### config.mk
export PLATFORM = sky130hd
export DESIGN_NAME = host_fifo_write_decoder
export DESIGN_NICKNAME = d
export VERILOG_FILES = /design/src/rtl/hbw_pkg.sv /design/src/rtl/hbw_sync.sv /design/src/rtl/hbw_cycle_track.sv /design/src/rtl/hbw_route.sv /design/src/rtl/host_fifo_write_decoder.sv
export SDC_FILE = /design/constraint.sdc
export NUM_CORES = 1
export LEC_CHECK = 0
export ABC_AREA = 0
export BUFFER_PORTS_ARGS = -buffer_cell sky130_fd_sc_hd__buf_4
export CELL_PAD_IN_SITES_DETAIL_PLACEMENT = 0
export CELL_PAD_IN_SITES_GLOBAL_PLACEMENT = 1
export CORE_MARGIN = 2
export CORE_UTILIZATION = 25
export DETAILED_ROUTE_END_ITERATION = 10
export PLACE_DENSITY = 0.63
export RECOVER_POWER = 50
export SETUP_SLACK_MARGIN = 0.5
export SYNTH_ARGS = -nofsm -noshare
export SYNTH_HDL_FRONTEND = slang
export SYNTH_SLANG_ARGS = --single-unit
### constraint.sdc
create_clock -name clk_i -period 3.7 [get_ports clk_i]
set_input_delay 0.185 -clock clk_i [delete_from_list [all_inputs] [get_ports clk_i]]
set_output_delay 0.185 -clock clk_i [all_outputs]
set_load 0.02 [all_outputs]
### src/rtl/hbw_pkg.sv
package hbw_pkg;
  localparam int unsigned MIN_SYNC_STAGES = 2;

  typedef struct packed {
    logic fifo_sel;
    logic end_sel;
  } hbw_sel_t;
endpackage

### src/rtl/hbw_sync.sv
module hbw_sync #(
  parameter int unsigned W       = 2,
  parameter int unsigned STAGES  = 2,
  parameter logic [W-1:0] RST_VAL = '1
) (
  input  logic         clk_i,
  input  logic         rst_ni,
  input  logic [W-1:0] d_i,
  output logic [W-1:0] q_o
);
  for (genvar b = 0; b < W; b++) begin : g_bit
    logic [STAGES-1:0] sh;
    always_ff @(posedge clk_i or negedge rst_ni) begin
      if (!rst_ni) sh <= {STAGES{RST_VAL[b]}};
      else         sh <= {sh[STAGES-2:0], d_i[b]};
    end
    assign q_o[b] = sh[STAGES-1];
  end
endmodule

### src/rtl/hbw_cycle_track.sv
module hbw_cycle_track #(
  parameter int unsigned MIN_GAP = 4
) (
  input  logic clk_i,
  input  logic rst_ni,
  input  logic cs_s_i,
  input  logic wr_s_i,
  output logic end_o,
  output logic gap_err_o
);
  localparam int unsigned GW = $clog2(MIN_GAP + 1);
  localparam logic [GW-1:0] GAP_MAX = GW'(MIN_GAP);

  logic          act, act_q, start;
  logic [GW-1:0] idle_cnt;
  logic          gap_q;

  assign act   = ~cs_s_i & ~wr_s_i;
  assign start = act & ~act_q;
  assign end_o = ~act & act_q;

  always_ff @(posedge clk_i or negedge rst_ni) begin
    if (!rst_ni) act_q <= 1'b0;
    else         act_q <= act;
  end

  // saturating idle counter; reset value lets the first cycle pass
  always_ff @(posedge clk_i or negedge rst_ni) begin
    if (!rst_ni)                 idle_cnt <= GAP_MAX;
    else if (act)                idle_cnt <= '0;
    else if (idle_cnt != GAP_MAX) idle_cnt <= idle_cnt + 1'b1;
  end

  always_ff @(posedge clk_i or negedge rst_ni) begin
    if (!rst_ni)                           gap_q <= 1'b0;
    else if (start && (idle_cnt < GAP_MAX)) gap_q <= 1'b1;
  end
  assign gap_err_o = gap_q;


  end_once_chk: assert property (@(posedge clk_i) disable iff (!rst_ni)
    end_o |=> !end_o);

  gap_sticky_chk: assert property (@(posedge clk_i) disable iff (!rst_ni)
    gap_err_o |=> gap_err_o);
endmodule

### src/rtl/hbw_route.sv
module hbw_route
  import hbw_pkg::*;
#(
  parameter int unsigned DATA_W = 32,
  parameter int unsigned ADDR_W = 8
) (
  input  logic              clk_i,
  input  logic              rst_ni,
  input  logic              end_i,
  input  logic [ADDR_W-1:0] addr_i,
  input  logic [DATA_W-1:0] data_i,
  input  hbw_sel_t          sel_i,
  input  logic              fifo_full_i,
  output logic              push_o,
  output logic [DATA_W-1:0] fdata_o,
  output logic              fword_o,
  output logic              we_o,
  output logic [ADDR_W-1:0] raddr_o,
  output logic [DATA_W-1:0] rdata_o,
  output logic              ovf_o
);
  localparam int unsigned NB = DATA_W / 8;

  logic [DATA_W-1:0] swapped, word;

  for (genvar k = 0; k < NB; k++) begin : g_swap
    assign swapped[8*k +: 8] = data_i[8*(NB-1-k) +: 8];
  end
  assign word = sel_i.end_sel ? swapped : data_i;

  always_ff @(posedge clk_i or negedge rst_ni) begin
    if (!rst_ni) begin
      push_o  <= 1'b0;
      we_o    <= 1'b0;
      ovf_o   <= 1'b0;
      fdata_o <= '0;
      fword_o <= 1'b0;
      raddr_o <= '0;
      rdata_o <= '0;
    end else begin
      push_o <= 1'b0;
      we_o   <= 1'b0;
      if (end_i) begin
        if (sel_i.fifo_sel) begin
          if (fifo_full_i) begin
            ovf_o <= 1'b1;
          end else begin
            push_o  <= 1'b1;
            fdata_o <= word;
            fword_o <= addr_i[0];
          end
        end else begin
          we_o    <= 1'b1;
          raddr_o <= addr_i;
          rdata_o <= word;
        end
      end
    end
  end
endmodule

### src/rtl/host_fifo_write_decoder.sv
module host_fifo_write_decoder
  import hbw_pkg::*;
#(
  parameter int unsigned DATA_W      = 32,
  parameter int unsigned ADDR_W      = 8,
  parameter int unsigned SYNC_STAGES = MIN_SYNC_STAGES,
  parameter int unsigned MIN_GAP     = 4
) (
  input  logic              clk_i,
  input  logic              rst_ni,
  input  logic              cs_ni,
  input  logic              wr_ni,
  input  logic              fifo_sel_i,
  input  logic              end_sel_i,
  input  logic [ADDR_W-1:0] addr_i,
  input  logic [DATA_W-1:0] data_i,
  input  logic              fifo_full_i,
  output logic              fifo_push_o,
  output logic [DATA_W-1:0] fifo_data_o,
  output logic              fifo_word_sel_o,
  output logic              reg_we_o,
  output logic [ADDR_W-1:0] reg_addr_o,
  output logic [DATA_W-1:0] reg_data_o,
  output logic              gap_err_o,
  output logic              ovf_err_o
);
  logic [1:0] strb_s;
  logic       cyc_end;
  hbw_sel_t   sel;

  hbw_sync #(.W(2), .STAGES(SYNC_STAGES), .RST_VAL(2'b11)) u_sync (
    .clk_i  (clk_i),
    .rst_ni (rst_ni),
    .d_i    ({cs_ni, wr_ni}),
    .q_o    (strb_s)
  );

  hbw_cycle_track #(.MIN_GAP(MIN_GAP)) u_track (
    .clk_i     (clk_i),
    .rst_ni    (rst_ni),
    .cs_s_i    (strb_s[1]),
    .wr_s_i    (strb_s[0]),
    .end_o     (cyc_end),
    .gap_err_o (gap_err_o)
  );

  assign sel.fifo_sel = fifo_sel_i;
  assign sel.end_sel  = end_sel_i;

  hbw_route #(.DATA_W(DATA_W), .ADDR_W(ADDR_W)) u_route (
    .clk_i       (clk_i),
    .rst_ni      (rst_ni),
    .end_i       (cyc_end),
    .addr_i      (addr_i),
    .data_i      (data_i),
    .sel_i       (sel),
    .fifo_full_i (fifo_full_i),
    .push_o      (fifo_push_o),
    .fdata_o     (fifo_data_o),
    .fword_o     (fifo_word_sel_o),
    .we_o        (reg_we_o),
    .raddr_o     (reg_addr_o),
    .rdata_o     (reg_data_o),
    .ovf_o       (ovf_err_o)
  );


  push_pulse_chk: assert property (@(posedge clk_i) disable iff (!rst_ni)
    fifo_push_o |=> !fifo_push_o);

  we_pulse_chk: assert property (@(posedge clk_i) disable iff (!rst_ni)
    reg_we_o |=> !reg_we_o);

  excl_chk: assert property (@(posedge clk_i) disable iff (!rst_ni)
    !(fifo_push_o && reg_we_o));

  ovf_sticky_chk: assert property (@(posedge clk_i) disable iff (!rst_ni)
    ovf_err_o |=> ovf_err_o);

  ovf_drop_chk: assert property (@(posedge clk_i) disable iff (!rst_ni)
    $rose(ovf_err_o) |-> !fifo_push_o);
endmodule

# Word-level counts from Yosys, hierarchy flattened
# Cells that the tools add are included.
[totals] reg_bits=85 in_bits=47 out_inout_bits=77 word_cells=37
[op_classes] n_addsub=1 magnitude_cmp=1 n_eq_ne=1 mux=8 bitwise_logic=9 n_reduce_logical=5
[op_table] op="32-bit two-way mux" n=1
[op_table] op="3-bit two-way mux" n=2
[op_table] op="1-bit inverter" n=6
[op_table] op="3-bit AND reduction" n=2
[op_table] op="1-bit two-way mux" n=5
[op_table] op="3-bit by 1-bit adder with 3-bit output, second input constant" n=1
[op_table] op="1-bit bitwise AND" n=3
[op_table] op="3-bit less-than comparator, second input constant" n=1
[op_table] op="3-bit inequality test, second input constant" n=1
[op_table] op="2-bit AND reduction" n=1
[op_table] op="2-bit nonzero test" n=1
[op_table] op="1-bit logical AND" n=1

# Longest topological paths before layout
[logic_depth] word_depth=5 depth_mapped=5 depth_no_buf=5

# Modules after synthesis
# A second synthesis with hierarchy kept.
[unflattened] hier_cells=225 area_unflattened_um2=3955.0
[by_module_without_submodules] mod="hbw_route" instances=1 cells_each=197 area_per_inst_um2=3597.2 seq_area_each_um2=1901.8
[by_module_without_submodules] mod="hbw_cycle_track" instances=1 cells_each=22 area_per_inst_um2=237.7 seq_area_each_um2=126.4
[by_module_without_submodules] mod="hbw_sync" instances=1 cells_each=6 area_per_inst_um2=120.1 seq_area_each_um2=105.1

# Least setup slack after synthesis
# No wires, ideal clock.
[synth_timing] kind="reg-to-reg" from="register u_sync.g_bit[0].sh[1]" to="register u_route.fdata_o[10]" setup_ns=0.125 t_arrival_ns=1.412 required_time_ns=3.575 setup_slack_ns=2.163 stages_incl_launch_ff=5 path_buffers=1 synth_period_minus_slack_ns=1.537 path_cell_list="dfstp_2 -> nor2_4 -> nor3_4 -> buf_6 -> mux2_2"
[synth_between] elab_chain_cells=5
[synth_rtl] item="start: declaration" line_no="hbw_sync.sv:12" rtl="logic [STAGES-1:0] sh;"
[synth_rtl] item="start signal: assignment" line_no="hbw_sync.sv:14" rtl="if (!rst_ni) sh <= {STAGES{RST_VAL[b]}};"
[synth_rtl] item="start signal: assignment" line_no="hbw_sync.sv:15" rtl="else sh <= {sh[STAGES-2:0], d_i[b]};"
[synth_rtl] item="1-bit inverter" line_no="hbw_cycle_track.sv:18" rtl="assign act = ~cs_s_i & ~wr_s_i;"
[synth_rtl] item="1-bit bitwise AND" line_no="hbw_cycle_track.sv:18"
[synth_rtl] item="via u_track.act" line_no="hbw_cycle_track.sv:14" rtl="logic act, act_q, start;"
[synth_rtl] item="1-bit inverter" line_no="hbw_cycle_track.sv:20" rtl="assign end_o = ~act & act_q;"
[synth_rtl] item="1-bit bitwise AND" line_no="hbw_cycle_track.sv:20"
[synth_rtl] item="3-bit AND reduction (no line)"
[synth_rtl] item="end signal: assignment" line_no="hbw_route.sv:49" rtl="fdata_o <= word;"
[synth_rtl] item="end: declaration" line_no="hbw_route.sv:15" rtl="output logic [DATA_W-1:0] fdata_o,"
# The timed path passes the listed nets, and every way through them passes these cells.
# A chain may end at the register's enable or synchronous reset.

# Worst setup path after layout
[layout_timing] from="register u_sync.g_bit[0].sh[1]" to="register u_route.fdata_o[8]"
# The elaborated chain is that of the path after synthesis.

==> results.json <==
{
  "die_area_um2": 15300,
  "routabilityCongestion": 0.686,
  "worst_hold_startpoint": "addr_i[7]",
  "grt_pass1_vias": 2357,
  "maxSlewHeadroom": -0.388,
  "ys_ff_latch": 85,
  "arrival_ps": 2400,
  "synth-seq-area-share": 0.596,
  "vias": 2269,
  "violations": "capacitance limit, slew limit",
  "worst_pin_slew_ps": 2080,
  "grt_pass1_wl_um": 12300,
  "yosysTopAreaCell": "dfrtp_1",
  "period_minus_slack_ps": 2190,
  "synth.mux.area_fraction": 0.331,
  "hold_viol_final": 0,
  "worstReg2RegEnd": "u_route.fdata_o[8]$_DFFE_PN0P_",
  "synth_compound_area_frac": 0.00664,
  "crit_path_start": "u_sync.g_bit[0].sh[1]$_DFF_PN1_",
  "cts_hold_buf": 2,
  "r2r_slack_ps": 1510,
  "hold_class": "primary input to flop",
  "fp.dieH_um": 124,
  "ioPinCount": 124,
  "coreArea_um2": 13900,
  "ir_worst_vdd_v": 0.000317,
  "syn_area_um2": 3580,
  "grt-ovfl-total": 0,
  "cts_tree": "built",
  "cts-htree-levels": 3,
  "layout_commonest_cell": "mux2_2",
  "clockBufferDepth": 2,
  "first_pass_iters": 4,
  "cp.required_ps": 3910,
  "numCtsBuffers": 9,
  "die_width_um": 124,
  "max_cap_viol_count": 1,
  "drive_above_1_share": 0.601,
  "power_density_nw_per_um2": 629,
  "clk_pin_slew_ps": 60,
  "endpoint_kind": "flop",
  "finalSetupViolCount": 0,
  "n_antenna_cell": 0,
  "synth.avg_cell_area_um2": 16.1,
  "maxSlewViolCount": 86,
  "synthAdderAreaFrac": 0.00699,
  "finalCritPeriodShare": 0.591,
  "cts_resized": 0,
  "cp_max_fo": 18,
  "dp_hpwl_um": 5560,
  "synth_top_family_by_area": "multiplexers",
  "syn-num-nets": 272,
  "layout_common_cells": "mux2_2 (96), buf_4 (91), dfrtp_1 (80)",
  "drtIter0Drc": 45,
  "ys.warnings.count": 0,
  "rr_startpoint": "u_sync.g_bit[0].sh[1]$_DFF_PN1_",
  "rows": 43,
  "critical_path_class": "flop to flop",
  "insertion_delay_ps": 340,
  "fin_skew_ps": 8.51,
  "post_cts_buffers": 0,
  "grt_setup_unrepaired": "no",
  "finalWirelength_um": 7780,
  "drc": 0,
  "initial_core_util": 0.257,
  "clock.fmax_ghz": 0.457,
  "status": "finished with violations",
  "antenna_found_initial": 0,
  "ant_nets": 0,
  "synth-xor-area-share": 0.00245,
  "port_buffers": 123,
  "syn2layout_area_growth_pct": 35.4,
  "hold_end": "u_route.raddr_o[7]$_DFFE_PN0P_",
  "total_power_mw": 3.05,
  "grt_max_degree": 86,
  "leakagePower_nw": 2.13,
  "netlist_instances": 223,
  "rr_worst_depth": 4,
  "synth_simple_gate_area_frac": 0.0241,
  "hold_depth": 2,
  "ys_top_cells_by_area": "dfrtp_1 (56%), mux2_2 (30%), dfstp_2 (3.7%)",
  "clock_sinks": 85,
  "cp-start-kind": "flop",
  "synth_top_area_frac": 0.559,
  "ys_types": 21,
  "layout.nets": 400,
  "fin_tns_setup_ps": 0,
  "cts_root_buf": "clkbuf_16",
  "viasPerCell": 4.23,
  "gr-usage-all-layers": 0.108,
  "wl_per_cell_um": 14.5
}
-- routing by layer --
metal	up-vias	GRT usage	wire length, um
met5	-	0	0
met2	83	0.163	3660
met3	9	0.0508	711
met1	1137	0.135	3330
li1	1040	-	-
met4	0	0.0362	71
-- Yosys cell counts --
| library cell | n |
|---|---|
| a21o_1 | 1 |
| a21oi_1 | 1 |
| a41o_2 | 1 |
| buf_4 | 3 |
| buf_6 | 7 |
| clkbuf_1 | 1 |
| dfrtp_1 | 80 |
| dfstp_2 | 5 |
| ha_1 | 2 |
| inv_1 | 3 |
| mux2_1 | 8 |
| mux2_2 | 96 |
| mux2_4 | 1 |
| nand2_1 | 4 |
| nand3_1 | 1 |
| nor2_1 | 4 |
| nor2_4 | 1 |
| nor3_1 | 1 |
| nor3_4 | 1 |
| nor3b_4 | 1 |
| xnor2_1 | 1 |
-- power by group --
part / leakage, nW / switching, mW / internal, mW
Clock: 0.143 / 0.347 / 0.539
Combinational: 0.977 / 0.472 / 0.413
Sequential: 1.01 / 0.125 / 1.15
Total: 2.13 / 0.944 / 2.11
-- kinds of logic after synthesis --
kind of cell | count (synthesis)
AO/OA/AOI/OAI | 3
multiplexers | 105
flip-flops | 85
adder cells (fa/ha/maj) | 2
XOR/XNOR | 1
buffers and inverters | 14
AND/OR/NAND/NOR | 13
-- stage by stage --
| step | utilization | std cells | hold slack (ps) | cell area (um^2) | setup slack, ps |
|---|---|---|---|---|---|
| global placement | 0.334 | 518 | 295 | 4660 | 1580 |
| detailed placement | 0.334 | 518 | 295 | 4660 | 1520 |
| floorplan | - | 223 | -111 | 3580 | 2160 |
| global route | 0.348 | 536 | 54.5 | 4850 | 1380 |
| finish | 0.348 | 536 | 79.6 | 4850 | 1510 |
| CTS | 0.357 | 536 | 59.1 | 4970 | 1520 |
-- sequential cells by signal, summed over array words and instances (netlist names) --
signal and cells:
u_route.fdata_o 32, u_route.rdata_o 32, u_route.raddr_o 8, u_sync.g_bit.sh 4
u_track.idle_cnt 3, u_route.fword_o 1, u_route.ovf_o 1, u_route.push_o 1
u_route.we_o 1, u_track.act_q 1, u_track.gap_err_o 1
-- worst max path at each step --
stage,slack [ps],to
floorplan,2160,u_route.fdata_o[10]$_DFFE_PN0P_
global placement,1580,u_route.fdata_o[14]$_DFFE_PN0P_
detailed placement,1520,u_route.fdata_o[8]$_DFFE_PN0P_
CTS,1520,u_route.fdata_o[10]$_DFFE_PN0P_
global route,1380,u_route.fdata_o[9]$_DFFE_PN0P_
finish,1510,u_route.fdata_o[8]$_DFFE_PN0P_
-- worst max-delay path, stage by stage, from the launching register on --
cell     delay, ps
dfstp_2        510
nor2_1         140
nor3_4         790
buf_12         250
mux2_2         350
-- cell type report --
cell class	count	area (um^2)
clock inverter	4	47.5
fill	1397	9090
inverter	3	11.3
timing repair buffer	128	860
tap	180	225
clock buffer	12	246
sequential	85	2130
multi-input combinational	124	1320
No activity file was read; power rests on OpenSTA's default activity.
